--- src/rtl/mmio_pkg.sv ---
// Package: shared types for the memory-mapped address decoder.
// Assumes one access per cycle; the response source is remembered one cycle.
package mmio_pkg;

    // Where the data for a pending read comes from in the response cycle.
    typedef enum logic [2:0] {
        RSP_IDLE = 3'd0,
        RSP_ROM  = 3'd1,
        RSP_RAM  = 3'd2,
        RSP_KEY  = 3'd3,
        RSP_ZERO = 3'd4
    } rsp_src_e;

    // Result of decoding one bus address.
    typedef struct packed {
        logic in_rom;
        logic in_ram;
        logic is_num;
        logic is_chr;
        logic is_key;
    } addr_hit_t;

endpackage

--- src/rtl/mmio_region_decode.sv ---
// Module: mmio_region_decode
// Purely combinational map of a bus address onto the ROM region, the RAM
// window, the three console ports, and the window-relative RAM offset.
// Assumes ROM_TOP <= RAM_BASE < RAM_TOP and that the ports fit below 2**ADDR_W.
module mmio_region_decode #(
    parameter int ADDR_W   = 16,
    parameter int ROM_TOP  = 32'h8000,
    parameter int RAM_BASE = 32'h8000,
    parameter int RAM_TOP  = 32'hC000,
    parameter int RAM_AW   = 14
) (
    input  logic [ADDR_W-1:0]          addr,
    output mmio_pkg::addr_hit_t        hit,
    output logic [RAM_AW-1:0]          ram_off
);
    localparam logic [ADDR_W-1:0] ROM_END_A  = ADDR_W'(ROM_TOP);
    localparam logic [ADDR_W-1:0] RAM_LO_A   = ADDR_W'(RAM_BASE);
    localparam logic [ADDR_W-1:0] RAM_HI_A   = ADDR_W'(RAM_TOP);
    localparam logic [ADDR_W-1:0] PORT_NUM_A = ADDR_W'(RAM_TOP + 0);
    localparam logic [ADDR_W-1:0] PORT_CHR_A = ADDR_W'(RAM_TOP + 1);
    localparam logic [ADDR_W-1:0] PORT_KEY_A = ADDR_W'(RAM_TOP + 2);

    // Compare the address against every region and port boundary.
    always_comb begin
        hit.in_rom = (addr < ROM_END_A);
        hit.in_ram = (addr >= RAM_LO_A) && (addr < RAM_HI_A);
        hit.is_num = (addr == PORT_NUM_A);
        hit.is_chr = (addr == PORT_CHR_A);
        hit.is_key = (addr == PORT_KEY_A);
    end

    // Rebase the address onto the start of the RAM window.
    always_comb begin
        ram_off = RAM_AW'(addr - RAM_LO_A);
    end

endmodule

--- src/rtl/mmio_console_out.sv ---
// Module: mmio_console_out
// Registers the numeric and character output strobes and their data.
// Each strobe is high for exactly the one cycle after its qualifying write.
// Data registers load only on a write, so they hold between strobes.
module mmio_console_out #(
    parameter int DATA_W = 16,
    parameter int CHAR_W = 8
) (
    input  logic              clk,
    input  logic              rst_n,
    input  logic              wr_num,
    input  logic              wr_chr,
    input  logic [DATA_W-1:0] wdata,
    output logic              num_valid,
    output logic [DATA_W-1:0] num_data,
    output logic              chr_valid,
    output logic [CHAR_W-1:0] chr_data
);
    // Strobe registers: one pulse per write, cleared by reset.
    always_ff @(posedge clk) begin
        if (!rst_n) begin
            num_valid <= 1'b0;
            chr_valid <= 1'b0;
        end else begin
            num_valid <= wr_num;
            chr_valid <= wr_chr;
        end
    end

    // Data registers: capture the written word or byte.
    always_ff @(posedge clk) begin
        if (!rst_n) begin
            num_data <= '0;
            chr_data <= '0;
        end else begin
            if (wr_num) num_data <= wdata;
            if (wr_chr) chr_data <= wdata[CHAR_W-1:0];
        end
    end

endmodule

--- src/rtl/mmio_read_return.sv ---
// Module: mmio_read_return
// Remembers the source of a read for one cycle. In the following cycle it
// muxes the ROM, RAM or key data onto the read bus and pulses the key
// acknowledge. It assumes the arrays return data one cycle after select.
module mmio_read_return #(
    parameter int DATA_W = 16,
    parameter int CHAR_W = 8
) (
    input  logic                  clk,
    input  logic                  rst_n,
    input  mmio_pkg::rsp_src_e    src_next,
    input  logic [DATA_W-1:0]     rom_rdata,
    input  logic [DATA_W-1:0]     ram_rdata,
    input  logic [CHAR_W-1:0]     key_code,
    output logic [DATA_W-1:0]     rdata,
    output logic                  key_ack
);
    mmio_pkg::rsp_src_e src_q;
    logic [DATA_W-1:0]  key_word;

    // Track the source of the read issued in the previous cycle.
    always_ff @(posedge clk) begin
        if (!rst_n) src_q <= mmio_pkg::RSP_IDLE;
        else        src_q <= src_next;
    end

    // Fit the key code to the data width: zero-pad or truncate.
    generate
        if (CHAR_W < DATA_W) begin : g_key_pad
            assign key_word = {{(DATA_W-CHAR_W){1'b0}}, key_code};
        end else begin : g_key_cut
            assign key_word = key_code[DATA_W-1:0];
        end
    endgenerate

    // Response mux: pick the data of the remembered source, else zero.
    always_comb begin
        case (src_q)
            mmio_pkg::RSP_ROM: rdata = rom_rdata;
            mmio_pkg::RSP_RAM: rdata = ram_rdata;
            mmio_pkg::RSP_KEY: rdata = key_word;
            default:           rdata = '0;
        endcase
    end

    // Key acknowledge is high exactly in the key response cycle.
    assign key_ack = (src_q == mmio_pkg::RSP_KEY);

endmodule

--- src/rtl/mmio_addr_decoder.sv ---
// Module: mmio_addr_decoder (top)
// Decodes the processor address bus onto program ROM, a data RAM window and
// three console ports. Selects are combinational in the request cycle. Read
// data, key acknowledge and output strobes appear in the next cycle.
// Assumes one access per cycle; a cycle with both requests is a write.
module mmio_addr_decoder #(
    parameter int ADDR_W   = 16,
    parameter int DATA_W   = 16,
    parameter int CHAR_W   = 8,
    parameter int RAM_BASE = 32'h8000,
    parameter int RAM_TOP  = 32'hC000,
    localparam int RAM_AW  = $clog2(RAM_TOP - RAM_BASE)
) (
    input  logic              clk,
    input  logic              rst_n,
    input  logic [ADDR_W-1:0] bus_addr,
    input  logic [DATA_W-1:0] bus_wdata,
    input  logic              bus_we,
    input  logic              bus_re,
    output logic [DATA_W-1:0] bus_rdata,
    output logic              rom_cs,
    input  logic [DATA_W-1:0] rom_rdata,
    output logic              ram_cs,
    output logic              ram_we,
    output logic [RAM_AW-1:0] ram_addr,
    input  logic [DATA_W-1:0] ram_rdata,
    output logic              num_valid,
    output logic [DATA_W-1:0] num_data,
    output logic              chr_valid,
    output logic [CHAR_W-1:0] chr_data,
    input  logic [CHAR_W-1:0] key_code,
    output logic              key_ack
);
    localparam int ROM_TOP = RAM_BASE;

    mmio_pkg::addr_hit_t hit;
    logic                rd_only;
    mmio_pkg::rsp_src_e  src_next;

    mmio_region_decode #(
        .ADDR_W   (ADDR_W),
        .ROM_TOP  (ROM_TOP),
        .RAM_BASE (RAM_BASE),
        .RAM_TOP  (RAM_TOP),
        .RAM_AW   (RAM_AW)
    ) u_decode (
        .addr    (bus_addr),
        .hit     (hit),
        .ram_off (ram_addr)
    );

    // A read counts only when no write shares the cycle.
    assign rd_only = bus_re && !bus_we;

    // Array selects: ROM is read-only, RAM takes both directions.
    always_comb begin
        rom_cs = rd_only && hit.in_rom;
        ram_cs = (rd_only || bus_we) && hit.in_ram;
        ram_we = bus_we && hit.in_ram;
    end

    // Classify the read so the response stage knows its source.
    always_comb begin
        if (!rd_only)        src_next = mmio_pkg::RSP_IDLE;
        else if (hit.in_rom) src_next = mmio_pkg::RSP_ROM;
        else if (hit.in_ram) src_next = mmio_pkg::RSP_RAM;
        else if (hit.is_key) src_next = mmio_pkg::RSP_KEY;
        else                 src_next = mmio_pkg::RSP_ZERO;
    end

    mmio_console_out #(
        .DATA_W (DATA_W),
        .CHAR_W (CHAR_W)
    ) u_console (
        .clk       (clk),
        .rst_n     (rst_n),
        .wr_num    (bus_we && hit.is_num),
        .wr_chr    (bus_we && hit.is_chr),
        .wdata     (bus_wdata),
        .num_valid (num_valid),
        .num_data  (num_data),
        .chr_valid (chr_valid),
        .chr_data  (chr_data)
    );

    mmio_read_return #(
        .DATA_W (DATA_W),
        .CHAR_W (CHAR_W)
    ) u_return (
        .clk       (clk),
        .rst_n     (rst_n),
        .src_next  (src_next),
        .rom_rdata (rom_rdata),
        .ram_rdata (ram_rdata),
        .key_code  (key_code),
        .rdata     (bus_rdata),
        .key_ack   (key_ack)
    );

endmodule

--- config.mk ---
export PLATFORM = sky130hd
export DESIGN_NAME = mmio_addr_decoder
export DESIGN_NICKNAME = d
export VERILOG_FILES = /design/src/rtl/mmio_pkg.sv /design/src/rtl/mmio_region_decode.sv /design/src/rtl/mmio_console_out.sv /design/src/rtl/mmio_read_return.sv /design/src/rtl/mmio_addr_decoder.sv
export SDC_FILE = /design/constraint.sdc
export NUM_CORES = 1
export LEC_CHECK = 0
export ABC_AREA = 1
export BUFFER_PORTS_ARGS = -buffer_cell sky130_fd_sc_hd__buf_2
export CORE_ASPECT_RATIO = 1.4
export CORE_MARGIN = 5
export CORE_UTILIZATION = 44
export CTS_BUF_LIST = sky130_fd_sc_hd__clkbuf_16
export DETAILED_ROUTE_END_ITERATION = 10
export PLACE_DENSITY = 0.86
export SLEW_MARGIN = 20
export SYNTH_ARGS = -nofsm -noshare
export SYNTH_HDL_FRONTEND = slang
export SYNTH_SLANG_ARGS = --single-unit
--- constraint.sdc ---
create_clock -name clk -period 2.5 [get_ports clk]
set_clock_uncertainty 0.15 [all_clocks]
set_input_delay 0.25 -clock clk [delete_from_list [all_inputs] [get_ports clk]]
set_output_delay 0.25 -clock clk [all_outputs]
set_load 0.05 [all_outputs]
After elaboration in Yosys (flattened, before gate mapping)
Cells that the tools add are included.
- register bits: 29
- input port bits: 76
- output and inout port bits: 60
- add/subtract/negate cells: 1
- $lt $le $gt $ge: 3
- eq/ne operators: 6
- muxes and demuxes: 4
- bitwise gates (word level): 2
- reductions and logical operators: 12
- operators by type and width (cell ; number):
    equality test 16 bit, second input constant ; 3
    case mux 16 bit (3 select lines) ; 1
    less-than comparator 16 bit, second input constant ; 2
    >= comparator 16 bit, second input constant ; 1
    subtractor 14 x 1 -> 14 bit, second input constant ; 1
    logical AND 1 bit ; 7
    equality test 3 x 2 -> 1 bit, second input constant ; 2
    OR reduction 4 bit ; 1
    equality test 3 x 1 -> 1 bit, second input constant ; 1
    two-way mux 3 bit ; 1
    OR reduction 3 bit ; 1
    two-way mux 2 bit ; 1
    inverter 1 bit ; 2
    AND reduction 2 bit ; 1
    logical NOT 1 bit ; 1
    logical OR 1 bit ; 1
    two-way mux 1 bit ; 1

Longest topological paths before layout
- word-level depth: 4
- gate-level depth with buffers: 9
- mapped depth without buffers: 8

Modules after synthesis
A second synthesis with hierarchy kept.
- cells, all modules: 304
- area, all modules: 1871.8 sq um
- modules (own cells, without submodules) (module ; times used ; cells an instance ; area an instance (sq um) ; sequential area each (sq um)):
    mmio_console_out ; 1 ; 151 ; 1049.8 ; 520.5
    mmio_read_return ; 1 ; 77 ; 478.0 ; 60.1
    mmio_region_decode ; 1 ; 53 ; 254.0 ; 0.0
    mmio_addr_decoder ; 1 ; 23 ; 90.1 ; 0.0

Least setup slack after synthesis
No wires, ideal clock.
- path type: register to output
- start: register u_return.src_q[1]
- end: output port bus_rdata[0]
- data arrival time: 1738 ps
- path slack: 362 ps
- cell stages (with the launch flop): 5
- buffers on the path: 0
- cell sequence: dfxtp_1 -> inv_1 -> nor3_2 -> nand2_1 -> nand3_1
- word-level cells in the longest chain between the ends: 2
- elaborated cells on any way between the ends: 4
- those cells by class: eq/ne: 3; mux: 1
- RTL lines (what ; line ; source):
    start, declared ; mmio_read_return.sv:18 ; mmio_pkg::rsp_src_e src_q;
    start signal, assigned ; mmio_read_return.sv:23 ; if (!rst_n) src_q <= mmio_pkg::RSP_IDLE;
    start signal, assigned ; mmio_read_return.sv:24 ; else src_q <= src_next;
    equality test 3 x 2 -> 1 bit ; -- ;
    net key_ack ; mmio_addr_decoder.sv:32 ; output logic key_ack
    case mux 16 bit (3 select lines) ; mmio_read_return.sv:38 ; case (src_q)
    end, declared ; mmio_addr_decoder.sv:20 ; output logic [DATA_W-1:0] bus_rdata,
The timed path passes the listed nets, and every way through them passes these cells.

Worst setup path in the final report
- start: register u_return.src_q[2]
- end: output port bus_rdata[14]
- word-level cells in the longest chain between the ends: 2
- elaborated cells on any way between the ends: 4
- those cells by class: eq/ne: 3; mux: 1
- RTL lines (what ; line):
    equality test 3 x 2 -> 1 bit or equality test 3 x 1 -> 1 bit (tied branches) ; mmio_read_return.sv:38
    case mux 16 bit (3 select lines) (*) ; mmio_read_return.sv:38
Every way passes the cells marked *; elsewhere a longest branch is shown, timed or not.

==> results_dict.tcl <==
set metrics [dict create \
    post_cts_buffers 0 \
    drt_wl_total_microns 5510 \
    syn_nets 384 \
    grt_max_degree 26 \
    critical_path.cell_chain "inv_1 -> nand3_1 -> inv_1 -> a22o_1 -> buf_2" \
    final_layout_size_suffix_gt1_share_pct 35.6 \
    cp-end-kind "primary output" \
    numCtsBuffers 5 \
    globalplace.congestion 0.858 \
    synthArstFlopShare_pct 0 \
    die-area_sq_um 5700 \
    syn_inst 308 \
    cts-htree-levels 2 \
    antenna_found_initial 0 \
    grt_pass1_wl_microns 8800 \
    cts_sinks 29 \
    synth_ff_type "dfxtp_1" \
    ctsHoldBuffers 0 \
    postSynthAreaPerCell_sq_um 6.10 \
    area_growth_pct 38.2 \
    rows 28 \
    cp_num_buf_inv 3 \
    synth_area_sq_um 1880 \
    clk-insertion-delay-late_ns 0.27 \
    synth_top_area_share_pct 30.9 \
    die-height_microns 87.3 \
    ys_top_cells_by_count "84 x nand2_1, 74 x inv_1, 38 x nor2_1" \
    clk_pin_slew_ns 0.04 \
    grt_pass1_vias 2066 \
    hp-class "in -> reg" \
    crit_arrival_ns 1.57 \
    coreArea_sq_um 4170 \
    setup_tns_ns 0 \
    place_area_sq_um 2460 \
    final_area_sq_um 2600 \
    nFillCells 387 \
    crit_path_frequent_cell "inv_1" \
    fmax_ghz 0.509 \
    power.density_nw_per_um2 478 \
    min_period_ns 1.97 \
    ys_seq_area_share_pct 30.9 \
    clkPwrFrac_pct 45.0 \
    p_leak_nw 1.57 \
    drv_cap 0 \
    diodes 0 \
    yosysWarnings 0 \
    clockRootBuffer "clkbuf_16" \
    fin_ws_ns 0.534 \
    hpwl_microns 4430 \
    avgRoutedWirePerCell_microns 11.7 \
    utilization_pct 62.3 \
    drcViolationCount 0 \
    setup_viol_count_final 0 \
    floorplan.die.width_microns 65.2 \
    dp_slack_ns 0.802 \
    yosysTopAreaCell "dfxtp_1" \
    io_buffer_count 135 \
    crit_path_start_kind "register" \
    seqCellArea_sq_um 581 \
    crit_required_ns 2.10 \
    cpMaxStageDelayCell "inv_1" \
    ctsResizeCount 0 \
    ir_drop_uv 364 \
    drtIter0Drc 80 \
    power.switching_mw 0.346 \
    relSlewSlack_pct 64.9 \
    grt_use_total_pct 19.3 \
    synth_seq_cells 29 \
    cts_max_path_buffers 2 \
    vias_per_cell 4.57 \
    cts_tree "built" \
    critPathMaxStageDelay_ns 0.36 \
    multi_input_area_sq_um 853 \
    path_delay_family "buffers and inverters" \
    drtAntennaViolNets 0 \
    period_share_pct 78.6 \
    hold_viol 0 \
    drv_slew 0 \
    internal_power_mw 0.896 \
    ys_types 24 \
    vias 2156 \
    synth_edf_count 0 \
    drt-pass1-iter-count 6 \
    seqPwrFrac_pct 37.4 \
    tightest_slew_ns 0.524 \
    worstSetupPathType "reg -> out" \
    ys_top_cells_by_area "dfxtp_1 31%, nand2_1 17%, inv_1 15%, nand4_1 8.0%, nor2_1 7.6%" \
    grt.overflow.total 0 \
    pwr-share-comb_pct 17.6 \
    rsz0062_at_grt "no" \
    path_max_fanout 16 \
    whs_ns 0.0577 \
    finalNetCount 502 \
    start_util_pct 45.1 \
    sw_frac_of_total_pct 27.8 \
    status "completed" \
    synth.most_common_cell "nand2_1" \
    ios 136 \
]
## placed cells by master (no fill, tap or decap), drive strengths merged
master  Yosys  final
nand3      13     13
nand2      85     85
inv        75     76
nor3        3      3
a21boi      1      1
a22o        8      8
nor2       42     42
a21oi       2      2
clkbuf      3      5
dfxtp      29     29
nand4      24     24
buf        22    136
clkinv      1      3
## path summary, 6_finish.rpt
path                               start  cells past startpoint                      to  slack (ns)
setup / recovery       u_return.src_q[2]                      5           bus_rdata[14]        0.53
hold / removal              bus_addr[14]                      2       u_return.src_q[1]        0.06
setup reg to reg   u_console.chr_data[4]                      4   u_console.chr_data[4]        1.71
hold reg to reg   u_console.num_data[14]                      4  u_console.num_data[14]        0.35
## kinds of logic (layout without fill, tap and decap cells)
| group | after synthesis | count (layout) | synth area share, % |
|---|---|---|---|
| flip-flops | 29 | 29 | 30.9 |
| AO/OA/AOI/OAI | 11 | 11 | 4.66 |
| buffers and inverters | 101 | 220 | 23.7 |
| AND/OR/NAND/NOR | 167 | 167 | 40.7 |
## per-layer routing
metal / wire [microns] / global-route usage [%]
met1: 2070 / 19.4
met2: 2910 / 36.9
met3: 467 / 5.56
met4: 65 / 7.17
met5: 0 / 0
## flip-flops by register name, summed over array words and instances, names as in the netlist
| signal | count |
|---|---|
| u_console.chr_data | 8 |
| u_console.chr_valid | 1 |
| u_console.num_data | 16 |
| u_console.num_valid | 1 |
| u_return.src_q | 3 |
## power groups by stage
| stage | Sequential (mW) | Combinational [mW] | Clock (mW) |
|---|---|---|---|
| CTS | 0.465 | 0.219 | 0.562 |
| global route | 0.464 | 0.236 | 0.584 |
| finish | 0.465 | 0.218 | 0.559 |
| global placement | 0.474 | 0.216 | 0 |
| detailed placement | 0.474 | 0.219 | 0 |
| floorplan | 0.474 | 0.144 | 0 |
## area by class of cell
| cell class | instances | share of cell area (%) |
|---|---|---|
| Tap cell | 45 | 2.17 |
| Clock buffer | 5 | 4.82 |
| Inverter | 76 | 11.0 |
| Timing Repair Buffer | 136 | 26.3 |
| Multi-Input combinational cell | 178 | 32.9 |
| Sequential cell | 29 | 22.4 |
| Clock inverter | 3 | 0.530 |
## metrics by stage
stage	cells	power, mW
6_report	472	1.24
5_1_grt	472	1.28
4_1_cts	472	1.25
3_5_place_dp	464	0.692
3_3_place_gp	464	0.689
2_1_floorplan	308	0.618
(Power assumes the default switching activity.)
